$ cat config.mk
export PLATFORM = sky130hd
export DESIGN_NAME = ptp_servo_pi
export DESIGN_NICKNAME = d
export VERILOG_FILES = /design/src/rtl/ptp_servo_pkg.sv /design/src/rtl/ptp_servo_tune.sv /design/src/rtl/ptp_servo_gain.sv /design/src/rtl/ptp_servo_lock.sv /design/src/rtl/ptp_servo_pi_core.sv /design/src/rtl/ptp_servo_pi.sv
export SDC_FILE = /design/constraint.sdc
export NUM_CORES = 1
export LEC_CHECK = 0
export BUFFER_PORTS_ARGS = -buffer_cell sky130_fd_sc_hd__buf_2
export CORE_ASPECT_RATIO = 1.75
export CORE_MARGIN = 4
export CORE_UTILIZATION = 56
export DETAILED_ROUTE_END_ITERATION = 8
export PLACE_DENSITY_LB_ADDON = 0.05
export SYNTH_ARGS = -nofsm -noshare
export SYNTH_HDL_FRONTEND = slang
export SYNTH_SLANG_ARGS = --single-unit
$ cat constraint.sdc
create_clock -name clk -period 36.4 [get_ports clk]
set_input_delay 5.46 -clock clk [delete_from_list [all_inputs] [get_ports clk]]
set_output_delay 5.46 -clock clk [all_outputs]
set_load 0.02 [all_outputs]
$ cat src/rtl/ptp_servo_pkg.sv
package ptp_servo_pkg;
    localparam int OFS_W  = 32;
    localparam int LOG_W  = 8;
    localparam int SH_W   = 5;
    localparam int THR_W  = 32;
    localparam int PPB_W  = 32;
    localparam int ACC_W  = THR_W + 2;
    localparam int MAX_SH = OFS_W - 1;

    typedef logic signed [OFS_W-1:0] offset_t;
    typedef logic signed [LOG_W-1:0] log_t;

    typedef struct packed {
        logic [SH_W-1:0]  kp_sh;
        logic [SH_W-1:0]  ki_sh;
        logic [THR_W-1:0] lock_thr;
        logic [THR_W-1:0] unlock_thr;
        logic [THR_W-1:0] int_bound;
    } tune_set_t;

    typedef enum logic [1:0] {
        LK_HOLD    = 2'd0,
        LK_ACQUIRE = 2'd1,
        LK_RELEASE = 2'd2
    } lock_evt_t;

    // base shift plus signed interval log, limited to [0, MAX_SH]
    function automatic logic [SH_W-1:0] scaled_shift(input logic [SH_W-1:0] base,
                                                     input log_t lg);
        logic signed [LOG_W+1:0] sum;
        sum = $signed({{(LOG_W+2-SH_W){1'b0}}, base}) + $signed({{2{lg[LOG_W-1]}}, lg});
        if (sum < 0)
            return '0;
        else if (sum > $signed((LOG_W+2)'(MAX_SH)))
            return SH_W'(MAX_SH);
        else
            return sum[SH_W-1:0];
    endfunction

    function automatic logic [OFS_W:0] magnitude(input offset_t v);
        logic signed [OFS_W:0] e;
        e = {v[OFS_W-1], v};
        return (e < 0) ? (OFS_W+1)'(-e) : (OFS_W+1)'(e);
    endfunction
endpackage

$ cat src/rtl/ptp_servo_tune.sv
module ptp_servo_tune
    import ptp_servo_pkg::*;
#(
    parameter tune_set_t DEFAULTS = '0
) (
    input  logic      clk,
    input  logic      rst,
    input  logic      dyn_en,
    input  logic      wr,
    input  tune_set_t wr_set,
    output tune_set_t active
);
    tune_set_t loaded;

    always_ff @(posedge clk) begin
        if (rst)
            loaded <= DEFAULTS;
        else if (wr && dyn_en)
            loaded <= wr_set;
    end

    assign active = dyn_en ? loaded : DEFAULTS;

    // with dynamic tuning off, writes leave the loaded set untouched
    a_r9_static_ignores_writes: assert property (@(posedge clk) disable iff (rst)
        !dyn_en |=> $stable(loaded));
endmodule

$ cat src/rtl/ptp_servo_gain.sv
module ptp_servo_gain
    import ptp_servo_pkg::*;
(
    input  logic [SH_W-1:0] kp_base,
    input  logic [SH_W-1:0] ki_base,
    input  log_t            log_int,
    output logic [SH_W-1:0] kp_eff,
    output logic [SH_W-1:0] ki_eff
);
    localparam int LANES = 2;
    logic [SH_W-1:0] base_arr [LANES];
    logic [SH_W-1:0] eff_arr  [LANES];

    assign base_arr[0] = kp_base;
    assign base_arr[1] = ki_base;

    for (genvar g = 0; g < LANES; g++) begin : g_lane
        assign eff_arr[g] = scaled_shift(base_arr[g], log_int);
    end

    assign kp_eff = eff_arr[0];
    assign ki_eff = eff_arr[1];
endmodule

$ cat src/rtl/ptp_servo_lock.sv
module ptp_servo_lock
    import ptp_servo_pkg::*;
(
    input  logic             clk,
    input  logic             rst,
    input  logic             sample_valid,
    input  offset_t          offset,
    input  logic [THR_W-1:0] lock_thr,
    input  logic [THR_W-1:0] unlock_thr,
    output logic             locked
);
    logic [OFS_W:0] mag;
    lock_evt_t      evt;

    always_comb begin
        mag = magnitude(offset);
        if (mag < {1'b0, lock_thr})
            evt = LK_ACQUIRE;
        else if (mag > {1'b0, unlock_thr})
            evt = LK_RELEASE;
        else
            evt = LK_HOLD;
    end

    always_ff @(posedge clk) begin
        if (rst)
            locked <= 1'b0;
        else if (sample_valid) begin
            case (evt)
                LK_ACQUIRE: locked <= 1'b1;
                LK_RELEASE: locked <= 1'b0;
                default:    locked <= locked;
            endcase
        end
    end

    // small offset acquires lock
    a_r5_acquire: assert property (@(posedge clk) disable iff (rst)
        (sample_valid && magnitude(offset) < {1'b0, lock_thr}) |=> locked);
    // large offset drops lock
    a_r6_release: assert property (@(posedge clk) disable iff (rst)
        (sample_valid && magnitude(offset) > {1'b0, unlock_thr}
         && !(magnitude(offset) < {1'b0, lock_thr})) |=> !locked);
    // no sample, lock unchanged
    a_r7_lock_hold: assert property (@(posedge clk) disable iff (rst)
        !sample_valid |=> $stable(locked));
endmodule

$ cat src/rtl/ptp_servo_pi_core.sv
module ptp_servo_pi_core
    import ptp_servo_pkg::*;
#(
    parameter int PPB_LIMIT = 500000
) (
    input  logic                    clk,
    input  logic                    rst,
    input  logic                    sample_valid,
    input  offset_t                 offset,
    input  logic [SH_W-1:0]         sp,
    input  logic [SH_W-1:0]         si,
    input  logic [THR_W-1:0]        bound,
    output logic signed [PPB_W-1:0] ppb_out,
    output logic                    ppb_valid
);
    localparam logic signed [ACC_W:0]   LIM_W = (ACC_W+1)'(PPB_LIMIT);
    localparam logic signed [PPB_W-1:0] LIM_P = PPB_W'(PPB_LIMIT);

    logic signed [ACC_W-1:0] integ;
    offset_t                 p_term, i_inc;
    logic signed [ACC_W:0]   p_x, i_x, integ_x, sum_i, bnd, integ_nx, total, ppb_nx;

    always_comb begin
        p_term  = offset >>> sp;
        i_inc   = offset >>> si;
        p_x     = {{(ACC_W+1-OFS_W){p_term[OFS_W-1]}}, p_term};
        i_x     = {{(ACC_W+1-OFS_W){i_inc[OFS_W-1]}}, i_inc};
        integ_x = {integ[ACC_W-1], integ};
        bnd     = {{(ACC_W+1-THR_W){1'b0}}, bound};
        sum_i   = integ_x + i_x;
        if (sum_i > bnd)
            integ_nx = bnd;
        else if (sum_i < -bnd)
            integ_nx = -bnd;
        else
            integ_nx = sum_i;
        total = integ_nx + p_x;
        if (total > LIM_W)
            ppb_nx = LIM_W;
        else if (total < -LIM_W)
            ppb_nx = -LIM_W;
        else
            ppb_nx = total;
    end

    always_ff @(posedge clk) begin
        if (rst) begin
            integ     <= '0;
            ppb_out   <= '0;
            ppb_valid <= 1'b0;
        end else begin
            ppb_valid <= sample_valid;
            if (sample_valid) begin
                integ   <= integ_nx[ACC_W-1:0];
                ppb_out <= ppb_nx[PPB_W-1:0];
            end
        end
    end

    // strobe follows a sample by one cycle and lasts one cycle
    a_r7_valid_follows: assert property (@(posedge clk) disable iff (rst)
        sample_valid |=> ppb_valid);
    a_r7_valid_single: assert property (@(posedge clk) disable iff (rst)
        !sample_valid |=> !ppb_valid);
    // state held between samples
    a_r7_integ_hold: assert property (@(posedge clk) disable iff (rst)
        !sample_valid |=> ($stable(integ) && $stable(ppb_out)));
    // correction within the saturation range
    a_r4_ppb_range: assert property (@(posedge clk) disable iff (rst)
        (ppb_out <= LIM_P) && (ppb_out >= -LIM_P));
endmodule

$ cat src/rtl/ptp_servo_pi.sv
module ptp_servo_pi
    import ptp_servo_pkg::*;
#(
    parameter int DEF_KP_SHIFT  = 2,
    parameter int DEF_KI_SHIFT  = 4,
    parameter int DEF_LOCK_NS   = 500,
    parameter int DEF_UNLOCK_NS = 5000,
    parameter int DEF_INT_BOUND = 20000,
    parameter int PPB_LIMIT     = 500000
) (
    input  logic                     clk,
    input  logic                     rst,
    input  logic                     sample_valid,
    input  logic signed [OFS_W-1:0]  sample_offset,
    input  logic signed [LOG_W-1:0]  log_interval,
    input  logic                     tune_dyn_en,
    input  logic                     tune_wr,
    input  logic [SH_W-1:0]          tune_kp_shift,
    input  logic [SH_W-1:0]          tune_ki_shift,
    input  logic [THR_W-1:0]         tune_lock_ns,
    input  logic [THR_W-1:0]         tune_unlock_ns,
    input  logic [THR_W-1:0]         tune_int_bound,
    output logic signed [PPB_W-1:0]  ppb_out,
    output logic                     ppb_valid,
    output logic                     locked
);
    localparam tune_set_t DEFAULTS = '{
        kp_sh:      SH_W'(DEF_KP_SHIFT),
        ki_sh:      SH_W'(DEF_KI_SHIFT),
        lock_thr:   THR_W'(DEF_LOCK_NS),
        unlock_thr: THR_W'(DEF_UNLOCK_NS),
        int_bound:  THR_W'(DEF_INT_BOUND)
    };

    tune_set_t       wr_set, active;
    logic [SH_W-1:0] sp, si;

    assign wr_set = '{
        kp_sh:      tune_kp_shift,
        ki_sh:      tune_ki_shift,
        lock_thr:   tune_lock_ns,
        unlock_thr: tune_unlock_ns,
        int_bound:  tune_int_bound
    };

    ptp_servo_tune #(.DEFAULTS(DEFAULTS)) tune_i (
        .clk    (clk),
        .rst    (rst),
        .dyn_en (tune_dyn_en),
        .wr     (tune_wr),
        .wr_set (wr_set),
        .active (active)
    );

    ptp_servo_gain gain_i (
        .kp_base (active.kp_sh),
        .ki_base (active.ki_sh),
        .log_int (log_interval),
        .kp_eff  (sp),
        .ki_eff  (si)
    );

    ptp_servo_pi_core #(.PPB_LIMIT(PPB_LIMIT)) core_i (
        .clk          (clk),
        .rst          (rst),
        .sample_valid (sample_valid),
        .offset       (sample_offset),
        .sp           (sp),
        .si           (si),
        .bound        (active.int_bound),
        .ppb_out      (ppb_out),
        .ppb_valid    (ppb_valid)
    );

    ptp_servo_lock lock_i (
        .clk          (clk),
        .rst          (rst),
        .sample_valid (sample_valid),
        .offset       (sample_offset),
        .lock_thr     (active.lock_thr),
        .unlock_thr   (active.unlock_thr),
        .locked       (locked)
    );

    // reset leaves a quiet, unlocked, zero output
    a_r8_reset_clears: assert property (@(posedge clk)
        rst |=> (ppb_out == '0 && !ppb_valid && !locked));
endmodule

## After elaboration in Yosys (flattened, before gate mapping)

Index checks and enable logic that the tools add are counted.

| word-level totals | value |
|---|---|
| memory bits (read-only) | 0 |
| memory bits (writable) | 0 |
| latch bits | 0 |
| memories | 0 |
| logic and storage cells | 46 |
| flip-flop bits (word level) | 174 |

| operators by class | value |
|---|---|
| add/subtract/negate cells | 6 |
| bitwise logic cells | 0 |
| multiply operators | 0 |
| magnitude comparators | 11 |
| divide/modulo/power cells | 0 |
| multiplexer cells | 13 |
| shift-type cells | 2 |
| reductions and logical operators | 3 |
| eq/ne operators | 2 |

Operator list:

| kind | number |
|---|---|
| $mux W106 | 1 |
| $mux W35 | 2 |
| $mux W32 | 2 |
| $sshr A32 B5 Y32 | 2 |
| $add A34 B32 Y35 | 1 |
| $add A35 B32 Y35 | 1 |
| $gt A35 B20 Y1 const B | 1 |
| $gt A35 B33 Y1 | 1 |
| $lt A35 B20 Y1 const B | 1 |
| $lt A35 B35 Y1 | 1 |
| $neg A32 Y35 | 1 |
| $gt A33 B32 Y1 | 1 |
| $lt A33 B32 Y1 | 1 |
| $mux W33 | 1 |
| $neg A32 Y33 | 1 |
| $lt A32 B1 Y1 const B | 1 |
| $mux W5 | 4 |
| $add A6 B8 Y9 | 2 |
| $gt A9 B6 Y1 const B | 2 |
| $lt A9 B1 Y1 const B | 2 |
| $mux W2 | 2 |
| $eq A2 B1 Y1 const B | 1 |
| $eq A2 B2 Y1 const B | 1 |
| $pmux W1 S2 | 1 |
| other kinds (3) | 3 |

## Logic depth before layout (Yosys ltp)

| logic depth | value |
|---|---|
| depth after elaboration | 14 |
| depth in mapped cells | 59 |

## Cells and area by module

Synthesis repeated with hierarchy kept, for this count alone.

| second synthesis, totals | value |
|---|---|
| cell total of the unflattened synthesis | 2750 |
| area, all modules | 20841.2 um^2 |

Modules (own cells, without submodules):

| module | seq. area each (um^2) | instances | area each (um^2) | cells each |
|---|---|---|---|---|
| ptp_servo_pi_core | 1341.3 | 1 | 12784.8 | 1781 |
| ptp_servo_tune | 2122.0 | 1 | 5218.8 | 581 |
| ptp_servo_lock | 20.0 | 1 | 2274.7 | 319 |
| ptp_servo_gain | 0.0 | 1 | 563.0 | 69 |

## Least setup slack after synthesis

No wires, ideal clock.

| timing path | value |
|---|---|
| path type | in2reg |
| start | in tune_dyn_en |
| end | reg core_i.ppb_out[14] |
| library setup time | 0.137 ns |
| arrival | 17.757 ns |
| path slack | 18.506 ns |
| stages | 56 |
| path through | clkbuf_1 -> clkbuf_1 -> clkbuf_1 -> clkbuf_1 -> buf_1 -> clkbuf_1 -> and2_1 -> ha_1 -> inv_1 -> fa_1 -> nor2b_1 -> nor2_1 -> a211o_1 -> a32oi_1 -> a2bb2oi_2 -> buf_4 -> mux2i_1 -> mux2i_1 -> [... 20 more ...] -> o311ai_4 -> buf_2 -> buf_2 -> a21oi_1 -> fa_1 -> a211oi_2 -> o21ai_2 -> o211ai_1 -> or3b_1 -> a2111oi_0 -> a21oi_1 -> o211ai_1 -> nand4b_1 -> or3_1 -> buf_2 -> buf_2 -> a221oi_1 -> a311oi_1 |

| on the way | value |
|---|---|
| cells in the longest elaborated chain, start to end | 14 |
| elaborated cells between the ends (all ways) | 24 |
| classes of those cells | add/sub: 5; order compare: 8; shift: 2; mux: 9 |

Ends and longest elaborated chain:

| element | line | RTL |
|---|---|---|
| start: declaration | ptp_servo_pi.sv:16 | `input logic tune_dyn_en,` |
| $mux W106 (*) | ptp_servo_tune.sv:22 | `assign active = dyn_en ? loaded : DEFAULTS;` |
| $add A6 B8 Y9 | ptp_servo_pkg.sv:31 | `sum = $signed({{(LOG_W+2-SH_W){1'b0}}, base}) + $signed({{2{lg[LOG_W-1]}}, lg});` |
| $gt A9 B6 Y1 | ptp_servo_pkg.sv:34 | `else if (sum > $signed((LOG_W+2)'(MAX_SH)))` |
| $mux W5 | ptp_servo_pkg.sv:34 |  |
| $mux W5 | ptp_servo_pkg.sv:32 | `if (sum < 0)` |
| $sshr A32 B5 Y32 | ptp_servo_pi_core.sv:25 | `i_inc = offset >>> si;` |
| $add A34 B32 Y35 | ptp_servo_pi_core.sv:30 | `sum_i = integ_x + i_x;` |
| $lt A35 B35 Y1 | ptp_servo_pi_core.sv:33 | `else if (sum_i < -bnd)` |
| $mux W35 | ptp_servo_pi_core.sv:33 |  |
| $mux W35 (*) | ptp_servo_pi_core.sv:31 | `if (sum_i > bnd)` |
| net core_i.integ_nx[1] | ptp_servo_pi_core.sv:21 | `logic signed [ACC_W:0] p_x, i_x, integ_x, sum_i, bnd, integ_nx, total, ppb_nx;` |
| $add A35 B32 Y35 (*) | ptp_servo_pi_core.sv:37 | `total = integ_nx + p_x;` |
| $lt A35 B20 Y1 | ptp_servo_pi_core.sv:40 | `else if (total < -LIM_W)` |
| $mux W32 | ptp_servo_pi_core.sv:40 |  |
| $mux W32 (*) | ptp_servo_pi_core.sv:38 | `if (total > LIM_W)` |
| end signal: assignment | ptp_servo_pi_core.sv:55 | `ppb_out <= ppb_nx[PPB_W-1:0];` |
| end: declaration | ptp_servo_pi_core.sv:13 | `output logic signed [PPB_W-1:0] ppb_out,` |

The timed path passes the listed nets; every way through them passes the cells marked *.
A chain may end at the register's enable or synchronous reset.

## Worst setup path in the final report

| timing path | value |
|---|---|
| start | in tune_dyn_en |
| end | reg core_i.ppb_out[1] |

The elaborated chain is that of the path after synthesis.

==> out/results.tsv <==
metric	value	unit
ys async rst share	0	
CP arrival	19.97	ns
cell family with most CP delay	compound AO/OA/AOI/OAI gates	
total global routing overflow	0	
status	completed	
Worst-path clk slew	0.08	ns
Post-CTS Resized	0	
initial antenna violation count	0	
HP Start	core_i.ppb_out[28]	
Final TNS setup	0	ns
CP bufs+invs	4	
Critical Path Start Type	primary input	
drt first pass iters	6	
RSZ-0062 raised after global routing	false	
final worst-path cycle share	0.5375	
Final Cell Area	20820	um^2
count of cell types in the netlist	96	
Synth Net Count	2931	
reg-to-reg startpoint	tune_i.loaded[96]	
root buffer cell	clkbuf_16	
Most used DFF post-synth	dfxtp_1	
Gate Count Post-Synth	2567	
Crit Path Class	in -> reg	
Starting Density	0.5682	
Final Non-Filler Cells	3098	
antenna cells	0	
CTS sink cnt	174	
num ports	185	
synth top area cells	dfxtp_1, ha_1, mux2i_1	
dominant cell type by area after synthesis	dfxtp_1	
GP Congestion	0.9982	
synthesis-to-finish area growth	8.576	%
# setup viols final	0	
vias after detailed routing	19923	
Worst VDD drop	0.05025	mV
Setup crit end kind	flip-flop	
actual slew at the worst max-slew pin	1.138	ns
flop and latch count out of synthesis	174	
max-slew violations	0	
combinational power share	0.797	
Worst Hold Class	reg -> reg	
H-Tree Level Count	4	
hpwl dp	54770	um
Crit path depth	49	
die height	252.8	um
Synth warnings	0	
Net Sw Frac	0.5659	
Horiz. Die Dim	147.9	um
required time of the critical path	36.81	ns
Tot GR Track Use	0.3562	
DR WL/cell	22.15	um
clock power share	0.090	
Synth top area share	0.1817	
WHS Endpoint	core_i.ppb_out[28]	
r2r endpoint	core_i.ppb_out[1]	
Final Hold Fails	0	
Mean Syn Cell Area	7.468	um^2
CP Max Fanout	80	
post-CTS setup buffer count	0	
fillers	3166	
Static Leakage	9.020	nW
WHS	0.4487	ns
layout cells sized above 1	0.1086	
Power Internal	0.0009381	W
Reg power frac	0.113	
Max-slew headroom	0.2382	
drt via density	6.431	
placed insts	3066	
first-pass GRT wire length	104700	um
CTS tree	yes	
DRC viols	0	
minimum clock period	19.56	ns
Clock Latency Late Sink	0.47	ns
Max Cap Viol	0	
Rows	89	
Crit-path slowest cell	o311ai_4	
Routed WL	68620	um
number of global-route vias before repair	19397	
sequential fraction of the synthesis area	0.1817	
dpl cell area	20210	um^2
critical path's largest stage delay	0.76	ns
cell area power density	103.8	nW/um^2
PortBufs	184	
Sw Pwr	0.001223	W
CTS max path bufs	2	
hold path cells	1	
R2R setup slack	22.29	ns
final net count	2994	
initial DRC count	1437	
Reg2Reg Depth	49	
Clock Skew	0.02125	ns
Hold-fix buffers, CTS	0	
CORE AREA	33740	um^2
Post-DRT Antenna Nets	0	
number of synthesized flops with an enable pin	0	
mapped cell area	19170	um^2
largest net degree at the start of global routing	107	
CTS Buf Count	17	
FMAX	0.05112	GHz
die area	37370	um^2
==> state kept, by name (all words and copies together), names as in the netlist <==
signal            flops
core_i.ppb_valid      1
core_i.ppb_out       32
tune_i.loaded       106
lock_i.locked         1
core_i.integ         34
==> synthesized netlist by cell type (30+ instances only) <==
library cell and n:
nor3_1 40, dfxtp_1 174, nand2_1 447, clkbuf_1 114, o21ai_0 111, nand4_1 42
a21o_1 57, inv_1 47, a211oi_1 41, o21a_1 38, xor2_1 37, mux2i_1 181
ha_1 209, nand3_1 56, nor2b_1 41, nor2_1 148, a21oi_1 255, nand2b_1 30
xnor2_1 76
==> metrics by stage <==
| step | total power [W] | setup WS (ns) | util |
|---|---|---|---|
| after global routing | 0.002314 | 15.81 | 0.6169 |
| after floorplan | 0.001473 | 18.51 | - |
| after global placement | 0.001899 | 17.17 | 0.5991 |
| final | 0.002161 | 16.84 | 0.6169 |
| after CTS | 0.002125 | 17.21 | 0.6169 |
| after detailed placement | 0.001922 | 16.82 | 0.5991 |
==> how the worst max path moves through the flow <==
stage	start	to
2_1_floorplan	tune_dyn_en	core_i.ppb_out[14]
3_3_place_gp	tune_dyn_en	core_i.ppb_out[1]
3_5_place_dp	tune_dyn_en	core_i.ppb_out[0]
4_1_cts	tune_dyn_en	core_i.ppb_out[1]
5_1_grt	tune_dyn_en	core_i.ppb_out[1]
6_report	tune_dyn_en	core_i.ppb_out[1]
==> cell families (layout without fill, tap and decap cells) <==
group	Yosys count	count (layout)	synth area share
flops	174	174	0.1817
mux	196	196	0.1051
buf+inv	206	282	0.04321
fa+ha+maj	213	213	0.1406
simple gates	935	935	0.2278
compound gates	727	727	0.2462
xor+xnor	116	116	0.05535
==> per-layer routing <==
metal / global-route usage / up-vias / wire length [um]
met4: 0.2978 / 0 / 6787
met5: 0 / - / 0
li1: - / 9510 / -
met3: 0.04916 / 294 / 3496
met1: 0.3469 / 9314 / 23210
met2: 0.6564 / 805 / 35130
==> cell type report <==
cell class	instances	area, um^2	area share
Clock buffer	18	429.2	0.02062
Inverter	48	180.2	0.008656
Tap cell	455	569.3	0.02735
Clock inverter	14	172.7	0.008295
Timing Repair Buffer	202	1061	0.05097
Sequential cell	174	3483	0.1673
Multi-Input combinational cell	2187	14920	0.7168
==> power by group through the flow <==
stage                     clock, W  combinational (W)  sequential [W]
after floorplan                  0            0.00122        0.000256
after global placement           0            0.00165        0.000248
after detailed placement         0            0.00167        0.000249
after CTS                 0.000195            0.00168        0.000245
after global routing      0.000202            0.00186        0.000249
final                     0.000194            0.00172        0.000245
==> cell usage in the layout, fill, tap and decap left out, types with 56 or more instances in the layout <==
master | Yosys | routed
nand2_1 | 447 | 446
a21oi_1 | 255 | 255
ha_1 | 209 | 209
buf_2 | 28 | 182
mux2i_1 | 181 | 181
dfxtp_1 | 174 | 174
nor2_1 | 148 | 148
o21ai_0 | 111 | 111
xnor2_1 | 76 | 76
a21o_1 | 57 | 57
nand3_1 | 56 | 56
(Power assumes the default switching activity.)
